--- config.mk ---
export PLATFORM = sky130hd
export DESIGN_NAME = sar_conv_ctrl
export DESIGN_NICKNAME = d
export VERILOG_FILES = /design/src/rtl/sar_pkg.sv /design/src/rtl/sar_trig_sel.sv /design/src/rtl/sar_ctrl.sv /design/src/rtl/sar_datapath.sv /design/src/rtl/sar_conv_ctrl.sv
export SDC_FILE = /design/constraint.sdc
export NUM_CORES = 1
export LEC_CHECK = 0
export ABC_AREA = 1
export CORE_MARGIN = 1.5
export CORE_UTILIZATION = 46
export DETAILED_ROUTE_END_ITERATION = 8
export DONT_BUFFER_PORTS = 1
export GPL_ROUTABILITY_DRIVEN = 0
export SYNTH_ARGS = -nofsm -noshare
export SYNTH_HDL_FRONTEND = slang
export SYNTH_SLANG_ARGS = --single-unit
--- constraint.sdc ---
create_clock -name clk -period 2.1 [get_ports clk]
set_input_delay 0.105 -clock clk [delete_from_list [all_inputs] [get_ports clk]]
set_output_delay 0.105 -clock clk [all_outputs]
set_load 0.02 [all_outputs]
--- src/rtl/sar_pkg.sv ---
package sar_pkg;

  typedef enum logic [2:0] {
    TRIG_SELF  = 3'd0,
    TRIG_TMR_A = 3'd1,
    TRIG_TMR_B = 3'd2,
    TRIG_PIN   = 3'd3,
    TRIG_PEER  = 3'd4
  } trigSrc_e;

  typedef enum logic [1:0] {
    ST_IDLE  = 2'd0,
    ST_TRIAL = 2'd1,
    ST_LATCH = 2'd2
  } sarState_e;

  // strobes from control to datapath
  typedef struct packed {
    logic load;   // start search: seed trial with MSB
    logic step;   // resolve current bit, try next
    logic latch;  // copy trial to result, set flag
  } sarStrobe_t;

endpackage

--- src/rtl/sar_trig_sel.sv ---
module sar_trig_sel
  import sar_pkg::*;
#(
  parameter int SYNC_STAGES = 2
) (
  input  logic       clk,
  input  logic       rstN,
  input  logic [2:0] trigSel,
  input  logic       shutdown,
  input  logic       swStart,
  input  logic       tmrAOvf,
  input  logic       tmrBOvf,
  input  logic       extStartPin,
  input  logic       peerStart,
  output logic       fire
);

  localparam int CHAIN_W = SYNC_STAGES + 1;

  logic [CHAIN_W-1:0] pinChain;
  logic               pinRise;
  logic               picked;

  // synchronizer stages plus one edge-detect stage
  genvar g;
  generate
    for (g = 0; g < CHAIN_W; g++) begin : g_sync
      always_ff @(posedge clk) begin
        if (!rstN) pinChain[g] <= 1'b0;
        else if (g == 0) pinChain[g] <= extStartPin;
        else pinChain[g] <= pinChain[(g == 0) ? 0 : g-1];
      end
    end
  endgenerate

  assign pinRise = pinChain[SYNC_STAGES-1] & ~pinChain[SYNC_STAGES];

  always_comb begin
    case (trigSel)
      TRIG_SELF:  picked = swStart;
      TRIG_TMR_A: picked = tmrAOvf;
      TRIG_TMR_B: picked = tmrBOvf;
      TRIG_PIN:   picked = pinRise;
      TRIG_PEER:  picked = peerStart;
      default:    picked = 1'b0;
    endcase
  end

  assign fire = picked & ~shutdown;

endmodule

--- src/rtl/sar_ctrl.sv ---
module sar_ctrl
  import sar_pkg::*;
#(
  parameter int RES_W = 8
) (
  input  logic       clk,
  input  logic       rstN,
  input  logic       fire,
  output sarStrobe_t strb,
  output logic       busy
);

  localparam int CNT_W = (RES_W > 1) ? $clog2(RES_W) : 1;
  localparam logic [CNT_W-1:0] LAST_BIT = CNT_W'(RES_W - 1);

  sarState_e        state;
  logic [CNT_W-1:0] bitCnt;

  always_ff @(posedge clk) begin
    if (!rstN) begin
      state  <= ST_IDLE;
      bitCnt <= '0;
    end else begin
      case (state)
        ST_IDLE: begin
          bitCnt <= '0;
          if (fire) state <= ST_TRIAL;
        end
        ST_TRIAL: begin
          if (bitCnt == LAST_BIT) state <= ST_LATCH;
          else bitCnt <= bitCnt + 1'b1;
        end
        ST_LATCH: state <= ST_IDLE;
        default:  state <= ST_IDLE;
      endcase
    end
  end

  always_comb begin
    strb.load  = (state == ST_IDLE) && fire;
    strb.step  = (state == ST_TRIAL);
    strb.latch = (state == ST_LATCH);
  end

  assign busy = (state != ST_IDLE);

endmodule

--- src/rtl/sar_datapath.sv ---
module sar_datapath
  import sar_pkg::*;
#(
  parameter int RES_W  = 8,
  parameter int CHAN_W = 3,
  parameter int GAIN_W = 2
) (
  input  logic              clk,
  input  logic              rstN,
  input  sarStrobe_t        strb,
  input  logic              busy,
  input  logic              cmpHigh,
  input  logic              flagClr,
  input  logic [CHAN_W-1:0] chanSel,
  input  logic [GAIN_W-1:0] gainSel,
  output logic [RES_W-1:0]  trialCode,
  output logic [RES_W-1:0]  result,
  output logic              doneFlag,
  output logic [CHAN_W-1:0] chanOut,
  output logic [GAIN_W-1:0] gainOut
);

  localparam logic [RES_W-1:0] MSB_ONE = {1'b1, {(RES_W-1){1'b0}}};

  logic [RES_W-1:0]  bitMask;
  logic [RES_W-1:0]  resolved;
  logic [CHAN_W-1:0] chanHeld;
  logic [GAIN_W-1:0] gainHeld;

  // keep the bit under trial only when the comparator says input >= DAC
  assign resolved = cmpHigh ? trialCode : (trialCode & ~bitMask);

  always_ff @(posedge clk) begin
    if (!rstN) begin
      trialCode <= '0;
      bitMask   <= '0;
    end else if (strb.load) begin
      trialCode <= MSB_ONE;
      bitMask   <= MSB_ONE;
    end else if (strb.step) begin
      trialCode <= resolved | (bitMask >> 1);
      bitMask   <= bitMask >> 1;
    end
  end

  always_ff @(posedge clk) begin
    if (!rstN) begin
      result   <= '0;
      doneFlag <= 1'b0;
    end else begin
      if (strb.latch) result <= trialCode;
      if (strb.latch) doneFlag <= 1'b1;
      else if (flagClr) doneFlag <= 1'b0;
    end
  end

  always_ff @(posedge clk) begin
    if (!rstN) begin
      chanHeld <= '0;
      gainHeld <= '0;
    end else if (strb.load) begin
      chanHeld <= chanSel;
      gainHeld <= gainSel;
    end
  end

  assign chanOut = busy ? chanHeld : chanSel;
  assign gainOut = busy ? gainHeld : gainSel;

endmodule

--- src/rtl/sar_conv_ctrl.sv ---
module sar_conv_ctrl
  import sar_pkg::*;
#(
  parameter int RES_W       = 8,
  parameter int CHAN_W      = 3,
  parameter int GAIN_W      = 2,
  parameter int SYNC_STAGES = 2
) (
  input  logic              clk,
  input  logic              rstN,
  input  logic [CHAN_W-1:0] chanSel,
  input  logic [GAIN_W-1:0] gainSel,
  input  logic [2:0]        trigSel,
  input  logic              intEn,
  input  logic              shutdown,
  input  logic              swStart,
  input  logic              tmrAOvf,
  input  logic              tmrBOvf,
  input  logic              extStartPin,
  input  logic              peerStart,
  input  logic              flagClr,
  input  logic              cmpHigh,
  output logic [RES_W-1:0]  dacCode,
  output logic [CHAN_W-1:0] muxChan,
  output logic [GAIN_W-1:0] pgaGain,
  output logic              busy,
  output logic [RES_W-1:0]  result,
  output logic              doneFlag,
  output logic              irq
);

  logic       fire;
  sarStrobe_t strb;

  sar_trig_sel #(.SYNC_STAGES(SYNC_STAGES)) trig_i (
    .clk(clk), .rstN(rstN), .trigSel(trigSel), .shutdown(shutdown),
    .swStart(swStart), .tmrAOvf(tmrAOvf), .tmrBOvf(tmrBOvf),
    .extStartPin(extStartPin), .peerStart(peerStart), .fire(fire)
  );

  sar_ctrl #(.RES_W(RES_W)) ctrl_i (
    .clk(clk), .rstN(rstN), .fire(fire), .strb(strb), .busy(busy)
  );

  sar_datapath #(.RES_W(RES_W), .CHAN_W(CHAN_W), .GAIN_W(GAIN_W)) dp_i (
    .clk(clk), .rstN(rstN), .strb(strb), .busy(busy), .cmpHigh(cmpHigh),
    .flagClr(flagClr), .chanSel(chanSel), .gainSel(gainSel),
    .trialCode(dacCode), .result(result), .doneFlag(doneFlag),
    .chanOut(muxChan), .gainOut(pgaGain)
  );

  assign irq = doneFlag & intEn;

endmodule

=== Word level (Yosys, flattened, before mapping) ===
Index checks and enable logic that the tools add are counted.

* Logic and storage cells: 58
* Bits in registers: 38
* Output and inout port bits: 24

* Equality and inequality tests: 10
* Bitwise operators: 9
* Mux-type cells: 15
* $add $sub $neg: 1
* Reductions and logical operators: 10

{| class="wikitable"
|+ Operators with widths
! operator !! number
|-
| 2-to-1 mux 8 bit || 5
|-
| bitwise AND 8 bit || 1
|-
| inverter 8 bit || 1
|-
| OR 8 x 7 -> 8 bit || 1
|-
| nonzero test 2 bit || 4
|-
| == test 3 x 2 -> 1 bit, second input constant || 2
|-
| == test 3 bit, second input constant || 2
|-
| 2-to-1 mux 2 bit || 3
|-
| 2-to-1 mux 3 bit || 2
|-
| one-hot mux 3 bit (2 select lines) || 1
|-
| one-hot mux 1 bit (5 select lines) || 1
|-
| inequality test 2 bit, second input constant || 2
|-
| one-hot mux 2 bit (2 select lines) || 1
|-
| AND reduction 2 bit || 2
|-
| adder 3 x 1 -> 3 bit, second input constant || 1
|-
| bitwise AND 1 bit || 3
|-
| == test 3 x 1 -> 1 bit, second input constant || 1
|-
| zero test 3 bit || 1
|-
| inverter 1 bit || 3
|-
| == test 2 x 1 -> 1 bit, second input constant || 1
|-
| == test 2 bit, second input constant || 1
|-
| zero test 2 bit || 1
|-
| 2-to-1 mux 1 bit || 2
|-
| inequality test 2 x 1 -> 1 bit, second input constant || 1
|-
| other kinds (2) || 2
|}

=== Longest topological paths before layout ===
Gate-level depths: netlist (run 1).

* Word-level depth: 6
* Gate-level depth with buffers: 9
* Gate-level depth less buffers: 8

=== By module ===
Synthesis (run 1) repeated with hierarchy kept, for this count alone.

* Cell total of the unflattened synthesis: 201
* Area, all modules: 1517.7 um^2

{| class="wikitable"
|+ By module, submodules not included
! module !! cells an instance !! seq. area each (um^2) !! area an instance (um^2) !! times used
|-
| sar_datapath || 141 || 600.6 || 1104.8 || 1
|-
| sar_ctrl || 34 || 100.1 || 254.0 || 1
|-
| sar_trig_sel || 24 || 60.1 || 151.4 || 1
|-
| sar_conv_ctrl || 2 || 0.0 || 7.5 || 1
|}

=== Worst setup path after synthesis (run 1) ===
Ideal clock, no wire load.

* Kind: flip-flop to flip-flop
* Start point: reg ctrl_i.bitCnt[0]
* End point: reg ctrl_i.bitCnt[1]
* Library setup time: 0.120 ns
* Slack: 0.905 ns
* Cell stages (with the launch flop): 7
* Arrival time: 1.076 ns
* Cell sequence: dfxtp_1 ha_1 ha_1 nor2_1 nor2_1 nand2_1 a21oi_1

* Longest elaborated chain between the ends: 3
* Elaborated cells between the ends (all ways): 6

{| class="wikitable"
|+ Ends and longest elaborated chain
! element !! line !! RTL
|-
| start: declaration || sar_ctrl.sv:17 || <nowiki>logic [CNT_W-1:0] bitCnt;</nowiki>
|-
| start signal: assignment || sar_ctrl.sv:31 || <nowiki>else bitCnt <= bitCnt + 1'b1;</nowiki>
|-
| adder 3 x 1 -> 3 bit or == test 3 bit (tied branches) || sar_ctrl.sv:31, sar_ctrl.sv:30 ||
|-
| 2-to-1 mux 3 bit or inequality test 2 bit (tied branches) || -- ||
|-
| one-hot mux 3 bit (2 select lines) or AND reduction 2 bit (tied branches) || -- ||
|}

Several ways; a longest one is shown, not always the timed one. The select of a mux whose other input is x is not followed.
A chain may end at the register's enable or synchronous reset.

=== Final worst setup path (run 1) ===
* Start point: reg ctrl_i.state[0]
* End point: out muxChan[1]

* Longest elaborated chain between the ends: 2

{| class="wikitable"
|+ Ends and longest elaborated chain
! element !! line !! RTL
|-
| start: declaration || sar_ctrl.sv:16 || <nowiki>sarState_e state;</nowiki>
|-
| start signal: assignment || sar_ctrl.sv:21 || <nowiki>state <= ST_IDLE;</nowiki>
|-
| start signal: assignment || sar_ctrl.sv:27 || <nowiki>if (fire) state <= ST_TRIAL;</nowiki>
|-
| start signal: assignment || sar_ctrl.sv:30 || <nowiki>if (bitCnt == LAST_BIT) state <= ST_LATCH;</nowiki>
|-
| nonzero test 2 bit || sar_ctrl.sv:45 || <nowiki>assign busy = (state != ST_IDLE);</nowiki>
|-
| via busy || sar_conv_ctrl.sv:26 || <nowiki>output logic busy,</nowiki>
|-
| 2-to-1 mux 3 bit || sar_datapath.sv:67 || <nowiki>assign chanOut = busy ? chanHeld : chanSel;</nowiki>
|-
| end: declaration || sar_conv_ctrl.sv:24 || <nowiki>output logic [CHAN_W-1:0] muxChan,</nowiki>
|}

The timed path passes the listed nets, and every way through them passes these cells.

==> impl_metrics.csv, run 1 <==
group,metric,value,unit
drt,firstDrtPassIters,4,
clocking,cts_tree,"built",
timing,worst_pin_slew,0.868,ns
clocking,cts_setup_buffers,0,
critical_path,cp_data_arrival_time,1.50,ns
power_and_ir_drop,switching_power,331,uW
final_layout,finalNetCount,255,
synthesis,yosysTopAreaCell,"dfxtp_1",
global_routing,grt_pass1_vias,1309,
synthesis,synth_edf_count,0,
worst_hold_path,holdCritPathClass,"input port to register",
drt,antenna_left,0,
synthesis,synth_top_family_by_area,"simple AND/OR/NAND/NOR gates",
status,status,"completed",
power_and_ir_drop,p_seq_share,49.4,%
power_and_ir_drop,switching_share,22.0,%
clocking,cts_sinks,38,
global_routing,antenna_found_initial,0,
critical_path,critPathRequiredTime,2.00,ns
timing,slew_viol_final,0,
synthesis,syn_nets,244,
clocking,cts-htree-levels,2,
placement,pre_cts_slack,0.666,ns
power_and_ir_drop,internal-power,1170,uW
synthesis,ys_async_sr_fraction,0,%
synthesis,synthAdderAreaFrac,1.53,%
synthesis,synthFlopType,"dfxtp_1",
synthesis,yosys-top-cells-area,"dfxtp_1 (47%), nand2_1 (11%), nor2_1 (8.3%)",
final_layout,num_antenna_cells,0,
timing,skew,0.0151,ns
power_and_ir_drop,p_clk_share,42.8,%
critical_path,worstSetupPathType,"register to output pin",
power_and_ir_drop,combPwrFrac,7.8,%
timing,rsz0062_at_grt,"false",
critical_path,crit_path_end_kind,"output pin",
synthesis,syn_avg_cell_area,7.31,um^2
final_layout,drive_gt1_share,9.79,%
die,rows,21,
clocking,root_buffer,"clkbuf_4",
timing,layout_setup_ws,0.499,ns
die,die_w,62.5,um
synthesis,synth-simple-area-share,30.3,%
clocking,clk_transition_reported_paths,0.12,ns
final_layout,fin_util,55.1,%
final_layout,area_delta_synth_final,13.7,%
timing,slew_headroom,41.9,%
placement,io_buffers,0,
synthesis,netlist_area,0.00163,mm^2
synthesis,ys_ff_latch,38,
synthesis,ys.warnings.count,0,
flow_run,max-cap-violations,0,
synthesis,netlist.area_leader.share,46.7,%
global_routing,gr-usage-all-layers,18.0,%
power_and_ir_drop,p_per_area,811,mW/mm^2
die,pin_count,43,
power_and_ir_drop,leakagePower,0.000839,uW
placement,dpl.hpwl,2240,um
critical_path,cp-start-kind,"register",
global_routing,grt_max_degree,26,
drt,dr.first_iter.drc_count,66,
final_layout,final_cell_mix,"nand2_1 (49), dfxtp_1 (38), nor2_1 (36)",
clocking,cts_inserted_buffers,5,
synthesis,synth_seq_area_share,46.7,%
power_and_ir_drop,total_power,1500,uW
die,die_h,62.5,um
die,core_area,0.00336,mm^2
clocking,clockBufferDepth,2,
timing,fin_crit,1.60,ns
global_routing,grt_pass1_wl,5640,um
timing,finalCritPeriodShare,76.2,%
synthesis,synthesis.instances,223,
clocking,insertion_delay,0.35,ns
final_layout,fin_cells,281,
synthesis,synth-xor-area-share,0,%
drt,drc_errors,0,
die,fp.dieArea,0.00391,mm^2
synthesis,synth-compound-area-share,11.1,%
placement,dp.cells,264,
die,start_util,48.5,%
timing,max_freq,0.625,GHz
timing,fin_setup_tns,0,ns
final_layout,layout_commonest_cell,"nand2_1",
drt,drt_wl_total,3130,um
critical_path,cp_max_fo,13,
drt,viasPerCell,4.89,
drt,avgRoutedWirePerCell,11.1,um
power_and_ir_drop,peakVddDrop,393,uV
synthesis,synthMuxAreaShare,0,%
timing,hold_viol_final,0,
global_routing,overflow,0,
drt,vias,1374,
synthesis,netlist-cell-type-count,22,
timing,finalSetupViolCount,0,
-- cell type report --
type	count	area, um^2
fill	344	1510
sequential	38	761
multi-input combinational	145	699
inverter	34	128
timing repair buffer	10	97.6
clock inverter	2	60.1
tap	46	57.6
clock buffer	6	51.3
-- cell usage after synthesis (2+ instances only) --
cell and instances:
a21oi_1 14, buf_2 2, clkbuf_1 2, dfxtp_1 38, ha_1 2, inv_1 33, nand2_1 49, nand3_1 6
nand4_1 5, nor2_1 36, nor2_2 11, o21ai_0 10, o21bai_1 6
-- worst paths after layout --
| path | start | end | slack, ns | cells past startpoint |
|---|---|---|---|---|
| worst max-delay path | ctrl_i.state[0] | muxChan[1] | 0.50 | 5 |
| worst min-delay path | cmpHigh | dp_i.trialCode[4] | 0.08 | 4 |
| worst max register to register | ctrl_i.state[1] | dp_i.result[6] | 0.63 | 5 |
| worst min register to register | trig_i.pinChain[0] | trig_i.pinChain[1] | 0.42 | 2 |
-- power groups by stage --
stage          sequential [uW]  clock [uW]  combinational (uW)
3_5_place_dp               760           0                97.2
5_1_grt                    746         697                 133
2_1_floorplan              758           0                96.0
6_report                   744         644                 117
3_3_place_gp               760           0                94.7
4_1_cts                    744         663                 118
-- critical path: stages, from the launching register on --
cell and delay, ns:
dfxtp_1 0.37, nor2_1 0.05, buf_4 0.18, inv_1 0.25, nand2_1 0.10, nand2_1 0.19
-- per-stage QoR --
step / hold WS, ns / area (um^2)
after detailed placement: 0.207 / 1650
after global routing: 0.0997 / 1850
after global placement: 0.202 / 1650
after CTS: 0.0663 / 1850
final: 0.0829 / 1850
after floorplan: 0.203 / 1630
-- sequential cells by signal (all words and copies together) (netlist names) --
name,flops
dp_i.doneFlag,1
ctrl_i.state,2
dp_i.chanHeld,3
dp_i.trialCode,8
dp_i.gainHeld,2
ctrl_i.bitCnt,3
dp_i.result,8
dp_i.bitMask,8
trig_i.pinChain,3
-- routing by layer --
metal / up-vias / wire, um / track usage [%]
met5: - / 0 / 0
met4: 0 / 49 / 6.11
met3: 6 / 215 / 7.21
met2: 29 / 1540 / 32.9
met1: 623 / 1320 / 18.7
li1: 716 / - / -
-- kinds of logic (layout without fill, tap and decap cells) --
family	Yosys count	after routing
simple gates	111	111
buf+inv	40	52
flops	38	38
fa+ha+maj	2	2
compound gates	32	32
-- timing repair --
| action | CTS | global route |
|---|---|---|
| hold buffers | 9 | 0 |
| endpoints found under the hold margin | 26 | 0 |
| resized for setup | 0 | 0 |
Power figures use the tool's default switching activity.
==> inputs of run 2 (changes only) <==
--- a/config.mk
+++ b/config.mk
@@ -5,7 +5,7 @@
 export SDC_FILE = /design/constraint.sdc
 export NUM_CORES = 1
 export LEC_CHECK = 0
-export ABC_AREA = 1
+export ABC_AREA = 0
 export CORE_MARGIN = 1.5
 export CORE_UTILIZATION = 46
 export DETAILED_ROUTE_END_ITERATION = 8
==> constraint.sdc (replaced) <==
create_clock -name clk -period 1.3 [get_ports clk]
set_input_delay 0.065 -clock clk [delete_from_list [all_inputs] [get_ports clk]]
set_output_delay 0.065 -clock clk [all_outputs]
set_load 0.02 [all_outputs]
==> impl_metrics.csv, run 2 <==
group,metric,value,unit
status,status,"finished with violations",
status,violations,"setup timing",
critical_path,crit_path_end_kind,"register",
synthesis,synth_edf_count,0,
clocking,clk_transition_reported_paths,0.11,ns
drt,viasPerCell,5.05,
timing,slew_headroom,41.1,%
critical_path,critPathTopFamily,"simple AND/OR/NAND/NOR gates",
synthesis,netlist.area_leader.share,48.3,%
synthesis,synthesis.instances,176,
placement,io_buffers,0,
final_layout,area_delta_synth_final,26.8,%
timing,worst_pin_slew,0.883,ns
clocking,cts_tree,"built",
global_routing,antenna_found_initial,0,
clocking,cts-htree-levels,2,
final_layout,num_antenna_cells,0,
synthesis,yosysMostFrequentCell,"nand2_1",
die,rows,21,
critical_path,cp-start-kind,"register",
timing,fin_crit,1.51,ns
critical_path,max_stage_delay,0.56,ns
drt,dr.first_iter.drc_count,64,
timing,hold_viol_final,0,
final_layout,final_cell_mix,"nand2_1 (41), dfxtp_1 (35), a21boi_0 (11)",
final_layout,fin_util,60.4,%
power_and_ir_drop,leakagePower,0.000727,uW
clocking,clockBufferDepth,2,
drt,antenna_left,0,
synthesis,yosysTopAreaCell,"dfxtp_1",
die,pin_count,43,
synthesis,synthFlopType,"dfxtp_1",
die,fp.dieArea,0.00378,mm^2
timing,skew,0.0137,ns
power_and_ir_drop,total_power,2260,uW
synthesis,syn_nets,197,
final_layout,finalNetCount,218,
timing,layout_setup_ws,-0.213,ns
drt,vias,1227,
critical_path,slowest_stage,"or4_4",
synthesis,ys_ff_latch,38,
clocking,cts_inserted_buffers,5,
global_routing,gr-usage-all-layers,18.5,%
synthesis,syn_avg_cell_area,8.95,um^2
drt,firstDrtPassIters,4,
critical_path,r2r_setup_slack,-0.21,ns
flow_run,max-cap-violations,0,
critical_path,cp_max_fo,14,
global_routing,grt_pass1_vias,1140,
final_layout,layout_commonest_cell,"nand2_1",
timing,max_freq,0.661,GHz
timing,slew_viol_final,0,
drt,drt_wl_total,3260,um
synthesis,netlist_area,0.00158,mm^2
synthesis,netlist-cell-type-count,29,
die,die_h,61.5,um
timing,rsz0062_at_grt,"true",
placement,dpl.hpwl,2240,um
power_and_ir_drop,peakVddDrop,731,uV
final_layout,drive_gt1_share,22.8,%
global_routing,grt_pass1_wl,5080,um
timing,finalSetupViolCount,27,
critical_path,critPathRequiredTime,1.53,ns
global_routing,grt_max_degree,28,
critical_path,crit_chain,"or4_4, o41ai_4, buf_12, a21oi_1",
critical_path,cp_data_arrival_time,1.74,ns
critical_path,worstSetupPathType,"register to register",
die,die_w,61.5,um
clocking,insertion_delay,0.34,ns
worst_hold_path,holdCritPathClass,"input port to register",
drt,drc_errors,0,
die,core_area,0.00331,mm^2
power_and_ir_drop,p_per_area,1130,mW/mm^2
synthesis,synth_seq_area_share,48.3,%
synthesis,ys.warnings.count,0,
die,start_util,47.6,%
placement,pre_cts_slack,-0.334,ns
timing,finalCritPeriodShare,116,%
critical_path,crit_buf_inv,1,
synthesis,yosys-top-cells-area,"dfxtp_1 (48%), nand2_1 (9.8%), a21boi_0 (5.2%)",
drt,avgRoutedWirePerCell,13.4,um
clocking,cts_setup_buffers,0,
global_routing,overflow,0,
synthesis,ys_async_sr_fraction,0,%
final_layout,largestRegisters,"dp_i.bitMask (8), dp_i.result (8), dp_i.trialCode (8)",
clocking,root_buffer,"clkbuf_4",
synthesis,synthTopCellsByCount,"nand2_1 (41), dfxtp_1 (38), a21oi_1 (14)",
clocking,cts_sinks,38,
==> run 2: cell count changes in the layout (fill, tap and decap cells not counted), sizes merged, moves of 7 or more <==
cell / previous run / this run
nor2: 48 / 5
inv: 33 / 9
buf: 1 / 12
a21boi: 1 / 11
nand2: 50 / 41
nand3: 7 / 0
==> run 2: layout make-up <==
type	count	area (um^2)
inverter	9	33.8
fill	297	1310
clock buffer	6	51.3
tap	46	57.6
timing repair buffer	23	223
multi-input combinational	120	836
sequential	38	767
clock inverter	1	30.0
==> run 2: final timing paths <==
check / cells after the start / to / from
setup / recovery: 4 / dp_i.trialCode[0] / ctrl_i.state[0]
hold / removal: 3 / dp_i.trialCode[7] / cmpHigh
setup reg to reg: 4 / dp_i.trialCode[0] / ctrl_i.state[0]
hold reg to reg: 2 / dp_i.chanHeld[0] / dp_i.chanHeld[0]
==> run 2: layer usage <==
metal  GRT usage, %  vias up  share of wire [%]
li1               -      633                  -
met1           21.4      560                 44
met2           31.6       28                 49
met3           6.72        6                5.6
met4           6.38        0                1.3
met5              0        -                  0
==> run 2: worst min-delay path: stages <==
cell,delay [ns]
nor2_1,0.03
a21boi_0,0.17
o21a_1,0.14
==> run 2: through the flow <==
stage | TNS [ns] | hold slack (ns) | cells | instance area [um^2]
final | -4.83 | 0.0828 | 243 | 2000
after global routing | -6.43 | 0.0606 | 243 | 2000
after CTS | -5.03 | 0.0621 | 243 | 1980
after detailed placement | -6.92 | 0.194 | 225 | 1740
after global placement | -6.34 | 0.185 | 225 | 1740
after floorplan | -8.37 | 0.192 | 176 | 1620
==> run 2: timing repair <==
action,in CTS,in global routing
pin swaps,5,1
hold buffers,11,0
setup endpoints to repair,28,32
resized for setup,14,4
endpoints found under the hold margin,38,0
==> run 2: power breakdown <==
| part | internal (uW) | switching, uW |
|---|---|---|
| logic | 119 | 116 |
| clock network | 448 | 374 |
| registers | 1180 | 15.4 |
| total | 1750 | 506 |
==> run 2: kinds of logic after synthesis <==
kind of cell,synth area share [%]
flip-flops,48.3
AND/OR/NAND/NOR,20.0
buffers and inverters,5.00
adder cells (fa/ha/maj),1.59
AO/OA/AOI/OAI,17.6
multiplexers,7.47
==> inputs of run 3 (changes only) <==
--- a/config.mk
+++ b/config.mk
@@ -8,9 +8,11 @@
 export ABC_AREA = 0
 export CORE_MARGIN = 1.5
 export CORE_UTILIZATION = 46
+export CTS_CLUSTER_DIAMETER = 30
 export DETAILED_ROUTE_END_ITERATION = 8
 export DONT_BUFFER_PORTS = 1
 export GPL_ROUTABILITY_DRIVEN = 0
+export RECOVER_POWER = 25
 export SYNTH_ARGS = -nofsm -noshare
 export SYNTH_HDL_FRONTEND = slang
 export SYNTH_SLANG_ARGS = --single-unit
==> impl_metrics.csv, run 3 (synthesis gave the netlist of run 2 again) <==
group,metric,value,unit
critical_path,crit_path_end_kind,"register",
drt,vias,1221,
die,start_util,47.6,%
timing,max_freq,0.661,GHz
critical_path,cp_data_arrival_time,1.74,ns
timing,finalSetupViolCount,27,
die,core_area,0.00331,mm^2
clocking,cts_tree,"built",
final_layout,layout_commonest_cell,"nand2_1",
timing,worst_pin_slew,1.05,ns
drt,drt_wl_total,3260,um
clocking,clockBufferDepth,2,
drt,avgRoutedWirePerCell,13.4,um
drt,firstDrtPassIters,4,
critical_path,cp-start-kind,"register",
global_routing,grt_pass1_vias,1140,
final_layout,finalNetCount,218,
power_and_ir_drop,peakVddDrop,731,uV
global_routing,gr-usage-all-layers,18.5,%
global_routing,grt_pass1_wl,5080,um
power_and_ir_drop,leakagePower,0.000715,uW
final_layout,fin_util,60.1,%
die,pin_count,43,
die,fp.dieArea,0.00378,mm^2
worst_hold_path,holdCritPathClass,"input port to register",
clocking,insertion_delay,0.34,ns
status,status,"finished with violations",
drt,drc_errors,0,
die,rows,21,
final_layout,seq_area,767,um^2
critical_path,worstSetupPathType,"register to register",
clocking,clk_transition_reported_paths,0.11,ns
final_layout,num_antenna_cells,0,
clocking,cts_inserted_buffers,5,
timing,finalCritPeriodShare,116,%
final_layout,final_cell_mix,"nand2_1 (41), dfxtp_1 (35), a21boi_0 (11)",
timing,fin_crit,1.51,ns
flow_run,max-cap-violations,0,
final_layout,fin_area,0.00199,mm^2
status,violations,"setup timing",
drt,antenna_left,0,
global_routing,overflow,0,
drt,dr.first_iter.drc_count,64,
placement,dp.cells,225,
timing,rsz0062_at_grt,"true",
critical_path,r2r_setup_slack,-0.21,ns
timing,slew_viol_final,0,
global_routing,antenna_found_initial,0,
placement,dpl.hpwl,2240,um
global_routing,grt_max_degree,28,
final_layout,drive_gt1_share,22.8,%
placement,pre_cts_slack,-0.334,ns
final_layout,fin_cells,243,
final_layout,largestRegisters,"dp_i.bitMask (8), dp_i.result (8), dp_i.trialCode (8)",
timing,skew,0.0137,ns
clocking,root_buffer,"clkbuf_4",
final_layout,area_delta_synth_final,26.3,%
final_layout,fillers,297,
clocking,cts_sinks,38,
die,die_w,61.5,um
placement,placed_area,0.00174,mm^2
timing,slew_headroom,29.9,%
placement,io_buffers,0,
timing,layout_setup_ws,-0.213,ns
drt,viasPerCell,5.02,
die,die_h,61.5,um
final_layout,multiInputGateArea,836,um^2
power_and_ir_drop,p_per_area,1130,mW/mm^2
clocking,cts-htree-levels,2,
timing,hold_viol_final,0,
timing,fin_setup_tns,-4.82,ns
critical_path,critPathRequiredTime,1.53,ns
critical_path,cp_max_fo,14,
run 3: repair_timing:
| item | in CTS | in global routing |
|---|---|---|
| buffers inserted | 0 | 0 |
| cloned | 0 | 0 |
| gates resized for setup | 14 | 4 |
| endpoints found under the hold margin | 38 | 0 |
| pin swaps | 5 | 1 |
| hold buffers | 11 | 0 |
| setup endpoints to repair | 28 | 32 |
run 3: worst max-delay path, stage by stage (launching register included):
cell     delay, ns
dfxtp_2       0.33
or4_4         0.56
o41ai_4       0.28
buf_12        0.19
a21oi_1       0.04
run 3: where the power goes:
| group | switching (uW) | total (uW) | internal (uW) |
|---|---|---|---|
| sequential | 15.4 | 1200 | 1180 |
| clock | 374 | 822 | 448 |
| combinational | 116 | 234 | 117 |
| total | 506 | 2250 | 1750 |
run 3: layer usage:
layer | up-vias | GRT usage [%] | part of all wire, %
met1 | 555 | 21.4 | 44
met3 | 6 | 6.72 | 5.7
met5 | - | 0 | 0
li1 | 632 | - | -
met2 | 28 | 31.6 | 49
met4 | 0 | 6.38 | 1.3
run 3: final timing paths:
| path | startpoint | endpoint | cells after the start |
|---|---|---|---|
| hold / removal | cmpHigh | dp_i.trialCode[7] | 3 |
| hold reg to reg | dp_i.chanHeld[0] | dp_i.chanHeld[0] | 2 |
| setup reg to reg | ctrl_i.state[0] | dp_i.trialCode[0] | 4 |
| setup / recovery | ctrl_i.state[0] | dp_i.trialCode[0] | 4 |
run 3: cell type report:
cell class / count / area share, %
timing repair buffer: 23 / 10.8
inverter: 9 / 1.70
clock buffer: 6 / 2.58
tap: 46 / 2.89
sequential: 38 / 38.6
clock inverter: 1 / 1.51
multi-input combinational: 120 / 42.0
run 3: stage by stage:
| step | total power (uW) | hold WS, ns |
|---|---|---|
| floorplan | 1370 | 0.192 |
| global placement | 1400 | 0.185 |
| detailed placement | 1410 | 0.194 |
| CTS | 2270 | 0.0621 |
| global route | 2340 | 0.0606 |
| finish | 2250 | 0.0828 |
